### src/rtl/pm_wake_pkg.sv
package pm_wake_pkg;

    localparam int SRC_W  = 4;
    localparam int DATA_W = 8;
    localparam int ADDR_W = 2;
    localparam int EN_W   = 2 * SRC_W;

    localparam logic [ADDR_W-1:0] ADDR_DEV = 2'd0;
    localparam logic [ADDR_W-1:0] ADDR_FN  = 2'd1;
    localparam logic [ADDR_W-1:0] ADDR_PWR = 2'd2;

    localparam int PWR_STATE_BIT = 0;
    localparam int PWR_WAKE_BIT  = 1;

    typedef enum logic {
        PWR_SLEEP = 1'b0,
        PWR_WORK  = 1'b1
    } pwr_state_e;

    typedef struct packed {
        logic              we;
        logic [ADDR_W-1:0] addr;
        logic [DATA_W-1:0] data;
    } host_wr_t;

    function automatic logic [SRC_W-1:0] w1c_bits(host_wr_t wr, logic [ADDR_W-1:0] target);
        return (wr.we && wr.addr == target) ? wr.data[SRC_W-1:0] : '0;
    endfunction

    function automatic logic wake_w1c(host_wr_t wr);
        return wr.we && wr.addr == ADDR_PWR && wr.data[PWR_WAKE_BIT];
    endfunction

    function automatic logic [DATA_W-1:0] pad_status(logic [SRC_W-1:0] sts);
        return {{(DATA_W-SRC_W){1'b0}}, sts};
    endfunction

endpackage

### src/rtl/pm_irq_status.sv
module pm_irq_status #(
    parameter int W = 4
) (
    input  logic         clk,
    input  logic         rst,
    input  logic [W-1:0] evt,
    input  logic [W-1:0] clr,
    output logic [W-1:0] sts
);
    for (genvar i = 0; i < W; i++) begin : g_bit
        always_ff @(posedge clk) begin
            if (rst)
                sts[i] <= 1'b0;
            else if (evt[i])
                sts[i] <= 1'b1;
            else if (clr[i])
                sts[i] <= 1'b0;
        end
    end
endmodule

### src/rtl/pm_standby_timer.sv
module pm_standby_timer #(
    parameter int TW = 16
) (
    input  logic          clk,
    input  logic          rst,
    input  logic          working,
    input  logic          any_evt,
    input  logic          wake_go,
    input  logic          tick,
    input  logic [TW-1:0] timeout,
    output logic          expire
);
    localparam logic [TW-1:0] ONE = TW'(1);

    logic [TW-1:0] cnt;

    assign expire = working && tick && !any_evt && (cnt == ONE);

    always_ff @(posedge clk) begin
        if (rst)
            cnt <= timeout;
        else if ((working && any_evt) || wake_go)
            cnt <= timeout;
        else if (working && tick && cnt != '0)
            cnt <= cnt - ONE;
    end
endmodule

### src/rtl/pm_power_fsm.sv
module pm_power_fsm
    import pm_wake_pkg::*;
(
    input  logic clk,
    input  logic rst,
    input  logic resume_hit,
    input  logic expire,
    input  logic wake_clr,
    output logic wake_go,
    output logic working,
    output logic wake_sts
);
    pwr_state_e state, state_n;
    logic       wake_n;

    assign wake_go = (state == PWR_SLEEP) && resume_hit;
    assign working = (state == PWR_WORK);

    always_comb begin
        state_n = state;
        wake_n  = wake_sts;
        unique case (state)
            PWR_SLEEP: if (resume_hit) state_n = PWR_WORK;
            PWR_WORK:  if (expire)     state_n = PWR_SLEEP;
            default:   state_n = PWR_WORK;
        endcase
        if (wake_go)
            wake_n = 1'b1;
        else if (wake_clr || expire)
            wake_n = 1'b0;
    end

    always_ff @(posedge clk) begin
        if (rst) begin
            state    <= PWR_WORK;
            wake_sts <= 1'b0;
        end else begin
            state    <= state_n;
            wake_sts <= wake_n;
        end
    end
endmodule

### src/rtl/pm_wake_ctrl.sv
module pm_wake_ctrl
    import pm_wake_pkg::*;
#(
    parameter int TW = 16
) (
    input  logic              clk,
    input  logic              rst,
    input  logic              tick,
    input  logic [SRC_W-1:0]  dev_evt,
    input  logic [SRC_W-1:0]  fn_evt,
    input  logic [EN_W-1:0]   resume_en,
    input  logic [TW-1:0]     standby_timeout,
    input  logic [ADDR_W-1:0] reg_addr,
    input  logic [DATA_W-1:0] reg_wdata,
    input  logic              reg_we,
    output logic [DATA_W-1:0] reg_rdata,
    output logic              working
);
    host_wr_t        wr;
    logic [SRC_W-1:0] dev_sts, fn_sts;
    logic [EN_W-1:0]  all_evt;
    logic            any_evt, resume_hit, expire, wake_go, wake_sts;

    assign wr         = '{we: reg_we, addr: reg_addr, data: reg_wdata};
    assign all_evt    = {fn_evt, dev_evt};
    assign any_evt    = |all_evt;
    assign resume_hit = |(all_evt & resume_en);

    pm_irq_status #(.W(SRC_W)) u_dev_sts (
        .clk (clk),
        .rst (rst),
        .evt (dev_evt),
        .clr (w1c_bits(wr, ADDR_DEV)),
        .sts (dev_sts)
    );

    pm_irq_status #(.W(SRC_W)) u_fn_sts (
        .clk (clk),
        .rst (rst),
        .evt (fn_evt),
        .clr (w1c_bits(wr, ADDR_FN)),
        .sts (fn_sts)
    );

    pm_standby_timer #(.TW(TW)) u_timer (
        .clk     (clk),
        .rst     (rst),
        .working (working),
        .any_evt (any_evt),
        .wake_go (wake_go),
        .tick    (tick),
        .timeout (standby_timeout),
        .expire  (expire)
    );

    pm_power_fsm u_fsm (
        .clk        (clk),
        .rst        (rst),
        .resume_hit (resume_hit),
        .expire     (expire),
        .wake_clr   (wake_w1c(wr)),
        .wake_go    (wake_go),
        .working    (working),
        .wake_sts   (wake_sts)
    );

    always_comb begin
        reg_rdata = '0;
        unique case (reg_addr)
            ADDR_DEV: reg_rdata = pad_status(dev_sts);
            ADDR_FN:  reg_rdata = pad_status(fn_sts);
            ADDR_PWR: begin
                reg_rdata[PWR_STATE_BIT] = working;
                reg_rdata[PWR_WAKE_BIT]  = wake_sts;
            end
            default:  reg_rdata = '0;
        endcase
    end
endmodule

### config.mk
export PLATFORM = sky130hd
export DESIGN_NAME = pm_wake_ctrl
export DESIGN_NICKNAME = d
export VERILOG_FILES = /design/src/rtl/pm_wake_pkg.sv /design/src/rtl/pm_irq_status.sv /design/src/rtl/pm_standby_timer.sv /design/src/rtl/pm_power_fsm.sv /design/src/rtl/pm_wake_ctrl.sv
export SDC_FILE = /design/constraint.sdc
export NUM_CORES = 1
export LEC_CHECK = 0
export BUFFER_PORTS_ARGS = -buffer_cell sky130_fd_sc_hd__buf_2
export CAP_MARGIN = 20
export CORE_MARGIN = 4
export CORE_UTILIZATION = 50
export DETAILED_ROUTE_END_ITERATION = 16
export PLACE_DENSITY = 0.8
export RECOVER_POWER = 25
export SYNTH_ARGS = -nofsm -noshare
export SYNTH_HDL_FRONTEND = slang
export SYNTH_HIERARCHICAL = 1
export SYNTH_SLANG_ARGS = --single-unit
### constraint.sdc
create_clock -name clk -period 2.96 [get_ports clk]
set_input_delay 0.148 -clock clk [delete_from_list [all_inputs] [get_ports clk]]
set_output_delay 0.148 -clock clk [all_outputs]
set_load 0.05 [all_outputs]
# Word level (Yosys, flattened, before mapping)
# Cells that the tools add are included.
# classes
multipliers	0
mux	28
n_shift	0
addsub	1
div_mod_pow	0
magnitude_cmp	0
bitwise	2
reduce_logical	27
n_eq_ne	3
# ops
cell	count
2-to-1 mux 16 bit	3
2-to-1 mux 1 bit	20
nonzero test 2 bit	9
== test 16 x 1 -> 1 bit, second input constant	1
nonzero test 16 bit	1
OR reduction 8 bit	2
subtractor 16 x 1 -> 16 bit, second input constant	1
logical AND 1 bit	10
bitwise AND 8 bit	1
2-to-1 mux 4 bit	2
case mux 2 bit (3 select lines)	1
case mux 2 bit (2 select lines)	1
nonzero test 3 bit	1
== test 2 x 1 -> 1 bit, second input constant	1
== test 2 bit, second input constant	1
zero test 2 bit	1
logical OR 1 bit	2
case mux 1 bit (2 select lines)	1
zero test 1 bit	1
inverter 1 bit	1
# totals
n_memories	0
romBits	0
output_inout_bits	9
register_bits	26
wordCells	72
latch_bits	0
ramBits	0

# Logic depth before layout (Yosys ltp)
# depth
depth_word	7
depth_mapped	8
mapped_depth_nobuf	6

# Cells and area by module
# The synthesis kept the hierarchy.
# modules_own_cells
module	n_inst	area_each_um2	seq_area_each_um2	cells_per_inst
pm_standby_timer	1	974.7	480.5	98
pm_irq_status	2	140.1	80.1	16
pm_wake_ctrl	1	254.0	0.0	38
pm_power_fsm	1	85.1	40.0	8

# Worst setup path after synthesis
# No wires, ideal clock.
# synth_timing
kind	register to register
from	register u_timer.cnt[0]
to	register u_timer.cnt[0] (enable)
setup_ps	411
arrival_ps	2154
required_time_ps	2549
stages_incl_launch_ff	7
synth_period_minus_slack_ps	2565
path_slack_ps	395
path_cell_list	edfxtp_1 inv_1 ha_1 nor3b_1 nand2_1 nor4_1 o21ai_0
# synth_via
elab_chain_len	3
# synth_rtl
item	line	text
from (decl)	pm_standby_timer.sv:15	logic [TW-1:0] cnt;
from (signal assigned)	pm_standby_timer.sv:21	cnt <= timeout;
from (signal assigned)	pm_standby_timer.sv:23	cnt <= timeout;
from (signal assigned)	pm_standby_timer.sv:25	cnt <= cnt - ONE;
nonzero test 16 bit	pm_standby_timer.sv:24	else if (working && tick && cnt != '0)
logical AND 1 bit	pm_standby_timer.sv:24	
nonzero test 3 bit (no source line)	n/a	
# No other way between the ends.
# A chain may end at the register's enable or synchronous reset.

# Worst setup path in the final report
# layout_timing
from	register u_timer.cnt[0]
to	register u_timer.cnt[2] (enable)
# Same word-level chain as after synthesis.

==> reports/results.tsv <==
metric	value	unit
finalSetupViolCount	0	
grt_antenna_before_repair	0	
die_area	4160	um2
number_of_global_route_vias_before_repair	1276	
outcome	finished clean	
cts-root-buf	sky130_fd_sc_hd__clkbuf_4	
rsz_0062_raised_after_global_routing	no	
cts.sinks	26	
port-buffer-count	46	
netlist_area	1590	um2
yosys_warnings	6	
p_leak	0.824	nW
place_hpwl	2.56	mm
post_synth_inst_count	176	
cts_htree_levels	1	
syn_area_per_cell	9.06	um2
ffs_w_async_s_r_synth	0	%
path_clk_slew	0.13	ns
holdCritPathClass	primary input to flop	
cell_types_with_the_largest_area_share_after_synthesis	sky130_fd_sc_hd__edfxtp_1, sky130_fd_sc_hd__dfxtp_1, sky130_fd_sc_hd__nand2_1	
power_per_unit_of_standard_cell_area	375	nW/um2
startpoint_type	flop	
io-pin-count	55	
die_width	64.5	um
stdcell_count	267	
area_growth_syn_to_layout	17.7	%
ys_dominant_reg_cell	sky130_fd_sc_hd__edfxtp_1	
timing_worst_setup_path_type	flop to flop	
power.ir.vdd_worst	282	uV
detail_route.wl_per_cell	12.3	um
post-synth-top-count-cell	sky130_fd_sc_hd__nand2_1	
remaining_drc_errors	0	
worst-endpoint-arrival	2.28	ns
dp_worst_setup_slack	0.788	ns
timing.final.ws_setup	0.763	ns
total_clock_buffers_created_by_cts	3	
hold_viol	0	
detailedRoute.firstPassIterationCount	5	
worst_setup_path_end_kind	flop	
largest_net_degree_at_the_start_of_global_routing	29	
min_period	2.20	ns
netlist-cell-type-count	37	
die_h	64.5	um
crit_path_max_fanout	11	
standard_cell_row_count	20	
cap_violations	0	
fill_cell_total_of_the_finished_layout	273	
finalMaxSlewViolations	0	
synth_seq_area_share	42.7	%
yosys_register_bits	26	
detail_route.wirelength	3.28	mm
clock_skew	0.00664	ns
post_cts.resized_instances	0	
placed_cells	263	
layout.area.seq	681	um2
final.setup.tns	0	ns
multi_input_area	820	um2
vias_per_cell	5.19	
cts_setup_buffers	0	
fmax	455	MHz
nets	272	
maxSlewHeadroom	53.8	%
yosysTopAreaCellShare	30.1	%
worst_hold_slack	0.0785	ns
first_iter_violations	82	
netlist_top_cells_count	sky130_fd_sc_hd__nand2_1, sky130_fd_sc_hd__edfxtp_1, sky130_fd_sc_hd__o21ai_0, sky130_fd_sc_hd__inv_1, sky130_fd_sc_hd__nor2_1	
antenna_violating_nets_post_route	0	
insertedDiodeCount	0	
ctsHoldBuffers	0	
insertion_delay	0.32	ns
postLayoutCoreUtil	61.4	%
synth_edf_count	16	
final_layout_size_suffix_gt1_share	26.0	%
core_region_area	3050	um2
place_area	1850	um2
grt_first_pass_wirelength	5.52	mm
finalInstanceArea	1880	um2
worstMarginPinSlew	0.693	ns
period_utilization	74.2	%
grt_util_all_layers	16.2	%
routabilityCongestion	0.789	
clk_path_buf_depth	2	
dr_total_vias	1385	
data_required_time_at_the_worst_endpoint	3.04	ns
initial_core_util	52.2	%
overflow	0	
cts_tree	yes	
synth_area_leader_cell	sky130_fd_sc_hd__edfxtp_1	
total_power	0.703	mW
per-layer routing:
layer  vias up  wire [um]  GRT usage, %
li1        714          -             -
met1       624       1500          21.9
met2        45       1540          27.1
met3         2        205          1.91
met4         0         23          5.54
met5         -          0             0
worst max-delay path, stage by stage (launching register included):
cell and delay, ns:
sky130_fd_sc_hd__edfxtp_1 0.48, sky130_fd_sc_hd__inv_1 0.09, sky130_fd_sc_hd__ha_1 0.18, sky130_fd_sc_hd__nor3b_1 0.20, sky130_fd_sc_hd__buf_4 0.18, sky130_fd_sc_hd__nand2_1 0.09, sky130_fd_sc_hd__nor4_1 0.24, sky130_fd_sc_hd__o21ai_1 0.22
sky130_fd_sc_hd__buf_4 0.28
cells in the final DEF (no fill, tap or decap), drive strengths merged:
| master | count |
|---|---|
| a31oi | 2 |
| xnor2 | 6 |
| a211oi | 1 |
| inv | 12 |
| mux2i | 4 |
| and4bb | 2 |
| nand2b | 9 |
| nand3 | 2 |
| o2bb2ai | 2 |
| nor3 | 6 |
| a22oi | 4 |
| edfxtp | 16 |
| xor2 | 6 |
| and3 | 1 |
| a21oi | 8 |
| nor4 | 8 |
| o31ai | 1 |
| a32o | 1 |
| buf | 46 |
| nor3b | 1 |
| o21ai | 16 |
| nor2 | 12 |
| nand2 | 23 |
| nor2b | 2 |
| conb | 4 |
| clkbuf | 7 |
| ha | 2 |
| dfxtp | 10 |
| nand4 | 2 |
| nand4b | 1 |
| or3 | 2 |
| or4 | 2 |
| a211o | 2 |
report_power, final:
| group | switching [mW] | internal, mW |
|---|---|---|
| Clock | 0.101 | 0.0526 |
| Sequential | 0.0177 | 0.405 |
| Combinational | 0.0732 | 0.0536 |
| Total | 0.192 | 0.511 |
state kept, by name, indices dropped and copies added, names as in the netlist:
signal / count
u_fsm/wake_sts: 1
u_fn_sts/sts: 4
u_timer/cnt: 16
u_fsm/working: 1
u_dev_sts/sts: 4
cell type report:
| class | count | share of cell area (%) |
|---|---|---|
| multi-input combinational | 132 | 43.7 |
| sequential | 26 | 36.3 |
| timing repair buffer | 49 | 13.3 |
| tap | 44 | 2.94 |
| inverter | 12 | 2.40 |
| clock buffer | 4 | 1.40 |
cell families after synthesis:
kind of cell / synth area share (%)
xor gates and xnor gates: 6.59
buffers and inverters: 6.59
muxes: 2.51
and+or+nand+nor: 25.7
adders and majority gates: 1.57
AOI/OAI and AO/OA: 14.1
DFF: 42.7
other: 0.235
path summary, 6_finish.rpt:
| kind | from | to | slack, ns | depth (start not counted) |
|---|---|---|---|---|
| setup reg to reg | u_timer/cnt[0]$_DFFE_PP_ | u_timer/cnt[2]$_DFFE_PP_ | 0.76 | 8 |
| hold / removal | dev_evt[3] | u_dev_sts/sts[3]$_SDFFE_PP0P_ | 0.08 | 3 |
| setup / recovery | u_timer/cnt[0]$_DFFE_PP_ | u_timer/cnt[2]$_DFFE_PP_ | 0.76 | 8 |
| hold reg to reg | u_dev_sts/sts[2]$_SDFFE_PP0P_ | u_dev_sts/sts[2]$_SDFFE_PP0P_ | 0.48 | 2 |
No activity file was read; power rests on OpenSTA's default activity.
